$ cat src/rtl/cfgrf_pkg.sv
package cfgrf_pkg;
  localparam logic [7:0] MISC_IDX = 8'h45;
  localparam logic [7:0] PWR_IDX  = 8'h46;
  localparam logic [7:0] DRAM_IDX = 8'h4D;

  // Value a register holds after reset; a non-writable index keeps it.
  function automatic logic [7:0] rst_val(input logic [7:0] idx);
    case (idx)
      8'h01:                               rst_val = 8'h00;
      8'h40:                               rst_val = 8'h0A;
      8'h41:                               rst_val = 8'h02;
      8'h44:                               rst_val = 8'h80;
      8'h45:                               rst_val = 8'h37;
      8'h48:                               rst_val = 8'hC0;
      8'h46, 8'h49, 8'h4A, 8'h4B, 8'h4C,
      8'h4E, 8'h4F:                        rst_val = 8'h00;
      default:                             rst_val = 8'hFF;
    endcase
  endfunction

  function automatic logic writable(input logic [7:0] idx);
    case (idx)
      8'h41, 8'h44, 8'h46, 8'h48, 8'h49, 8'h4A,
      8'h4B, 8'h4C, 8'h4D, 8'h4E, 8'h4F: writable = 1'b1;
      default:                           writable = 1'b0;
    endcase
  endfunction

  function automatic logic [7:0] wr_mask(input logic [7:0] idx);
    wr_mask = (idx == PWR_IDX) ? 8'h40 : 8'hFF;
  endfunction
endpackage

$ cat src/rtl/cfgrf_bank.sv
module cfgrf_bank
  import cfgrf_pkg::*;
#(
  parameter logic [7:0] BASE = 8'h40,
  parameter int unsigned NREG = 16
) (
  input  logic              clk,
  input  logic              rst_n,
  input  logic              wr_en,
  input  logic [7:0]        sel,
  input  logic [7:0]        wdata,
  output logic [NREG*8-1:0] bank
);
  for (genvar g = 0; g < NREG; g++) begin : g_reg
    localparam logic [7:0] MY = 8'(BASE + g);
    if (writable(MY)) begin : g_store
      logic [7:0] q;
      always_ff @(posedge clk) begin
        if (!rst_n)
          q <= rst_val(MY);
        else if (wr_en && sel == MY)
          q <= wdata & wr_mask(MY);
      end
      assign bank[g*8 +: 8] = q;
    end else begin : g_const
      assign bank[g*8 +: 8] = rst_val(MY);
    end
  end
endmodule

$ cat src/rtl/cfgrf_readback.sv
module cfgrf_readback
  import cfgrf_pkg::*;
#(
  parameter logic [7:0] BASE = 8'h40,
  parameter int unsigned NREG = 16
) (
  input  logic [7:0]        sel,
  input  logic [NREG*8-1:0] bank,
  input  logic              kbd_a20,
  input  logic              multi_wait,
  output logic [7:0]        value
);
  localparam int unsigned OFF_W = $clog2(NREG);

  logic [7:0] off;
  logic [7:0] raw;

  always_comb begin
    off = sel - BASE;
    if (off < 8'(NREG))
      raw = bank[off[OFF_W-1:0]*8 +: 8];
    else
      raw = rst_val(sel);
    case (sel)
      MISC_IDX: value = {raw[7], kbd_a20, raw[5:0]};
      DRAM_IDX: value = {raw[7], 2'b00, multi_wait, raw[3:0]};
      default:  value = raw;
    endcase
  end
endmodule

$ cat src/rtl/cfgrf_fastgate.sv
module cfgrf_fastgate (
  input  logic       clk,
  input  logic       rst_n,
  input  logic       wr_en,
  input  logic [7:0] wdata,
  output logic [7:0] gate_q,
  output logic       pulse
);
  always_ff @(posedge clk) begin
    if (!rst_n) begin
      gate_q <= 8'h00;
      pulse  <= 1'b0;
    end else begin
      pulse <= wr_en && wdata[0] && !gate_q[0];
      if (wr_en)
        gate_q <= wdata;
    end
  end
endmodule

$ cat src/rtl/chipset_cfg_regs.sv
module chipset_cfg_regs
  import cfgrf_pkg::*;
#(
  parameter logic [15:0] SEL_PORT  = 16'h0022,
  parameter logic [15:0] DATA_PORT = 16'h0023,
  parameter logic [15:0] GATE_PORT = 16'h0092,
  parameter logic [7:0]  BASE      = 8'h40,
  parameter int unsigned NREG      = 16
) (
  input  logic              clk,
  input  logic              rst_n,
  input  logic [15:0]       io_addr,
  input  logic              io_wr,
  input  logic              io_rd,
  input  logic [7:0]        io_wdata,
  input  logic              kbd_a20,
  input  logic              multi_wait,
  output logic [7:0]        io_rdata,
  output logic [NREG*8-1:0] cfg_bank,
  output logic [1:0]        wait_states,
  output logic              a20_alt,
  output logic              cpu_reset
);
  localparam int unsigned DRAM_OFF = int'(DRAM_IDX - BASE);

  logic [7:0] idx_q;
  logic [7:0] reg_val;
  logic [7:0] gate_q;
  logic       data_wr;
  logic       gate_wr;

  assign data_wr = io_wr && io_addr == DATA_PORT;
  assign gate_wr = io_wr && io_addr == GATE_PORT;

  always_ff @(posedge clk) begin
    if (!rst_n)
      idx_q <= 8'h00;
    else if (io_wr && io_addr == SEL_PORT)
      idx_q <= io_wdata;
  end

  cfgrf_bank #(.BASE(BASE), .NREG(NREG)) u_bank (
    .clk(clk), .rst_n(rst_n), .wr_en(data_wr), .sel(idx_q),
    .wdata(io_wdata), .bank(cfg_bank)
  );

  cfgrf_readback #(.BASE(BASE), .NREG(NREG)) u_rb (
    .sel(idx_q), .bank(cfg_bank), .kbd_a20(kbd_a20),
    .multi_wait(multi_wait), .value(reg_val)
  );

  cfgrf_fastgate u_gate (
    .clk(clk), .rst_n(rst_n), .wr_en(gate_wr), .wdata(io_wdata),
    .gate_q(gate_q), .pulse(cpu_reset)
  );

  assign a20_alt     = gate_q[1];
  assign wait_states = (cfg_bank[DRAM_OFF*8+4 +: 3] == 3'b000) ? 2'd1 : 2'd2;

  always_comb begin
    if (!io_rd)
      io_rdata = 8'hFF;
    else if (io_addr == DATA_PORT)
      io_rdata = reg_val;
    else if (io_addr == GATE_PORT)
      io_rdata = gate_q;
    else
      io_rdata = 8'hFF;
  end
endmodule

$ cat config.mk
export PLATFORM = sky130hd
export DESIGN_NAME = chipset_cfg_regs
export DESIGN_NICKNAME = d
export VERILOG_FILES = /design/src/rtl/cfgrf_pkg.sv /design/src/rtl/cfgrf_bank.sv /design/src/rtl/cfgrf_readback.sv /design/src/rtl/cfgrf_fastgate.sv /design/src/rtl/chipset_cfg_regs.sv
export SDC_FILE = /design/constraint.sdc
export NUM_CORES = 1
export LEC_CHECK = 0
export BUFFER_PORTS_ARGS = -buffer_cell sky130_fd_sc_hd__buf_4
export CORE_ASPECT_RATIO = 1.5
export CORE_MARGIN = 10
export CORE_UTILIZATION = 50
export CTS_CLUSTER_DIAMETER = 120
export DETAILED_ROUTE_END_ITERATION = 12
export PLACE_DENSITY = 0.79
export RECOVER_POWER = 100
export SLEW_MARGIN = 40
export SYNTH_ARGS = -nofsm -noshare
export SYNTH_HDL_FRONTEND = slang
export SYNTH_SLANG_ARGS = --single-unit
$ cat constraint.sdc
create_clock -name clk -period 3.48 [get_ports clk]
set_clock_uncertainty 0.05 [all_clocks]
set_input_delay 0.174 -clock clk [delete_from_list [all_inputs] [get_ports clk]]
set_output_delay 0.174 -clock clk [all_outputs]
set_load 0.005 [all_outputs]
==> flow_metrics.tcl <==
set metrics [dict create \
    vias 4747 \
    layout-drive-gt1-share 0.2048 \
    clock_latency_ns 0.35 \
    period_needed_ns 3.032 \
    fp.dieW_um 103.9 \
    cp-start-kind "flop" \
    overflow 0 \
    cts_hold_buf 0 \
    cts_tree "yes" \
    hold_path_class "in -> reg" \
    timing.final.crit_share 0.8714 \
    ys_seq_elements 98 \
    grt_start_max_net_pins 99 \
    power_frac_clock 0.458 \
    power_switching_mw 0.4760 \
    hold_viol 0 \
    synthCells 613 \
    yosys_warnings 0 \
    design_area_um2 6236 \
    rows 45 \
    dr.pass1.iters 5 \
    vdd_drop_max_mv 0.2803 \
    gpl.final_weighted_congestion 0.9141 \
    fin_tns_setup_ns 0 \
    htree_levels 3 \
    synth_cell_types 50 \
    async_flop_share 0 \
    drv_slew 0 \
    fillers 920 \
    netSwitchingFraction 0.2105 \
    grt_antenna_before_repair 0 \
    ff2ff_path_depth 6 \
    fmax_mhz 329.8 \
    grt_pass1_vias 4860 \
    p_per_area_nw_per_um2 362.5 \
    max_cap_viol_count 0 \
    final_antenna_net_count 0 \
    whs_ns 0.1309 \
    io_pins 170 \
    worstMarginPinSlew_ns 0.8036 \
    internal_power_mw 1.785 \
    synth_area_um2 5284 \
    use_met1 0.2408 \
    ys.flop_type "dfxtp_1" \
    portBuffers 122 \
    max_slew_margin 0.4642 \
    cp_data_arrival_time_ns 2.81 \
    grt_usage 0.2220 \
    drt-total-wl_um 17370 \
    rsz0062_at_grt "false" \
    layout_commonest_cell "nand2_1" \
    cts_made_buffers 9 \
    num-nets-final 734 \
    power_mw 2.261 \
    grt_pass1_wl_um 27030 \
    ys_seq_area_frac 0.3713 \
    initial_core_util 0.5156 \
    chipHeight_um 145.9 \
    instances_no_fill 849 \
    area_growth_pct 18.02 \
    min_path_cells 3 \
    finalSetupViolations 0 \
    synth_edf_count 0 \
    drc 0 \
    regArea_um2 1962 \
    grt_util_met2 0.3872 \
    p_comb_frac 0.046 \
    wire_per_inst_um 20.46 \
    multi_input_area_um2 2907 \
    core_um2 10250 \
    endpoint_kind "primary output" \
    dp_cells 834 \
    clk_pin_slew_ns 0.07 \
    pwr-share-seq 0.496 \
    p_leak_nw 2.439 \
    via_per_inst 5.591 \
    post_cts_buffers 0 \
    cp.required_ns 3.26 \
    pre_cts_ws_ns 0.9257 \
    diodes 0 \
    grt_use_met3 0.05489 \
    postSynthAreaPerCell_um2 8.620 \
    postLayoutCoreUtil 0.6085 \
    post_cts_resized 0 \
    status "finished clean" \
    cts-root-buf "clkbuf_16" \
    critPathKind "reg -> out" \
    clockBufferDepth 2 \
    cts.sinks 98 \
    mostFrequentLayoutCells "nand2_1, dfxtp_1, clkbuf_4, a21boi_0, conb_1" \
    placed_area_um2 6036 \
    die_area_um2 15160 \
    worstPathMaxFanout 14 \
    dp_hpwl_um 12740 \
    setup_slack_ns 0.4476 \
    top_usage_layer "met2" \
    drt-initial-drc-count 372 \
]
-- synthesized netlist by cell type (2+ instances only) --
master / n / area, µm²
o22ai_1: 7 / 43.79
dfxtp_1: 98 / 1962
nor3_4: 8 / 130.1
nand2_1: 175 / 656.9
nand3_1: 9 / 45.04
nor3_2: 2 / 20.02
nor4_4: 2 / 42.54
o21ai_0: 8 / 40.04
buf_4: 48 / 360.4
conb_1: 2 / 7.510
a221oi_1: 4 / 35.03
a21boi_1: 59 / 442.9
nand2b_1: 2 / 12.51
nand4_1: 4 / 25.02
or3_1: 10 / 62.56
o2111ai_1: 2 / 17.52
buf_2: 11 / 55.05
clkbuf_1: 31 / 116.4
a21boi_0: 12 / 90.09
a21oi_1: 8 / 40.04
mux4_2: 16 / 360.4
inv_1: 7 / 26.28
nor2_1: 11 / 41.29
nor2b_1: 21 / 131.4
nor3_1: 4 / 20.02
mux2i_1: 27 / 270.3
a22oi_1: 2 / 15.01
-- final timing paths --
| path | from | endpoint | slack, ns |
|---|---|---|---|
| min | io_wdata[0] | u_gate.pulse | 0.13 |
| max reg2reg | idx_q[7] | u_bank.g_reg[1].g_store.q[1] | 0.76 |
| max | idx_q[0] | io_rdata[6] | 0.45 |
| min reg2reg | u_gate.gate_q[0] | u_gate.pulse | 0.40 |
-- routing by layer --
metal,part of all wire,vias up
met1,0.38,2283
met5,0,-
met3,0.070,39
li1,-,2185
met2,0.50,240
met4,0.043,0
-- final cells by class --
type,instances,share of cell area
clock buffer,12,0.03792
clock inverter,3,0.01043
inverter,7,0.004213
multi-input combinational,461,0.4661
sequential,98,0.3146
tap,141,0.02829
timing repair buffer,127,0.1384
-- cells by family after synthesis --
family                 synth area share
and+or+nand+nor                  0.2467
AOI/OAI and AO/OA                0.1527
buffers and inverters            0.1085
DFF                              0.3713
muxes                            0.1193
other                          0.001421
-- registers in the layout, summed over array words and instances, names as in the netlist --
signal and flops:
u_bank.g.g_store.q 81, idx_q 8, u_gate.gate_q 8, u_gate.pulse 1
-- critical path: stages, from the launching register on --
cell and delay [ns]:
dfxtp_1 0.63, clkbuf_1 0.40, mux4_2 0.58, a32oi_1 0.22, nand4_1 0.12, a21boi_0 0.26
o21ai_0 0.11, buf_4 0.14
-- power by group through the flow --
stage,logic [mW],clock network [mW],registers [mW]
2_1_floorplan,0.0894,0,1.15
3_3_place_gp,0.0991,0,1.15
3_5_place_dp,0.100,0,1.15
4_1_cts,0.100,1.04,1.12
5_1_grt,0.111,1.08,1.12
6_report,0.104,1.04,1.12
Note: power is estimated with default switching activity, not from simulation.
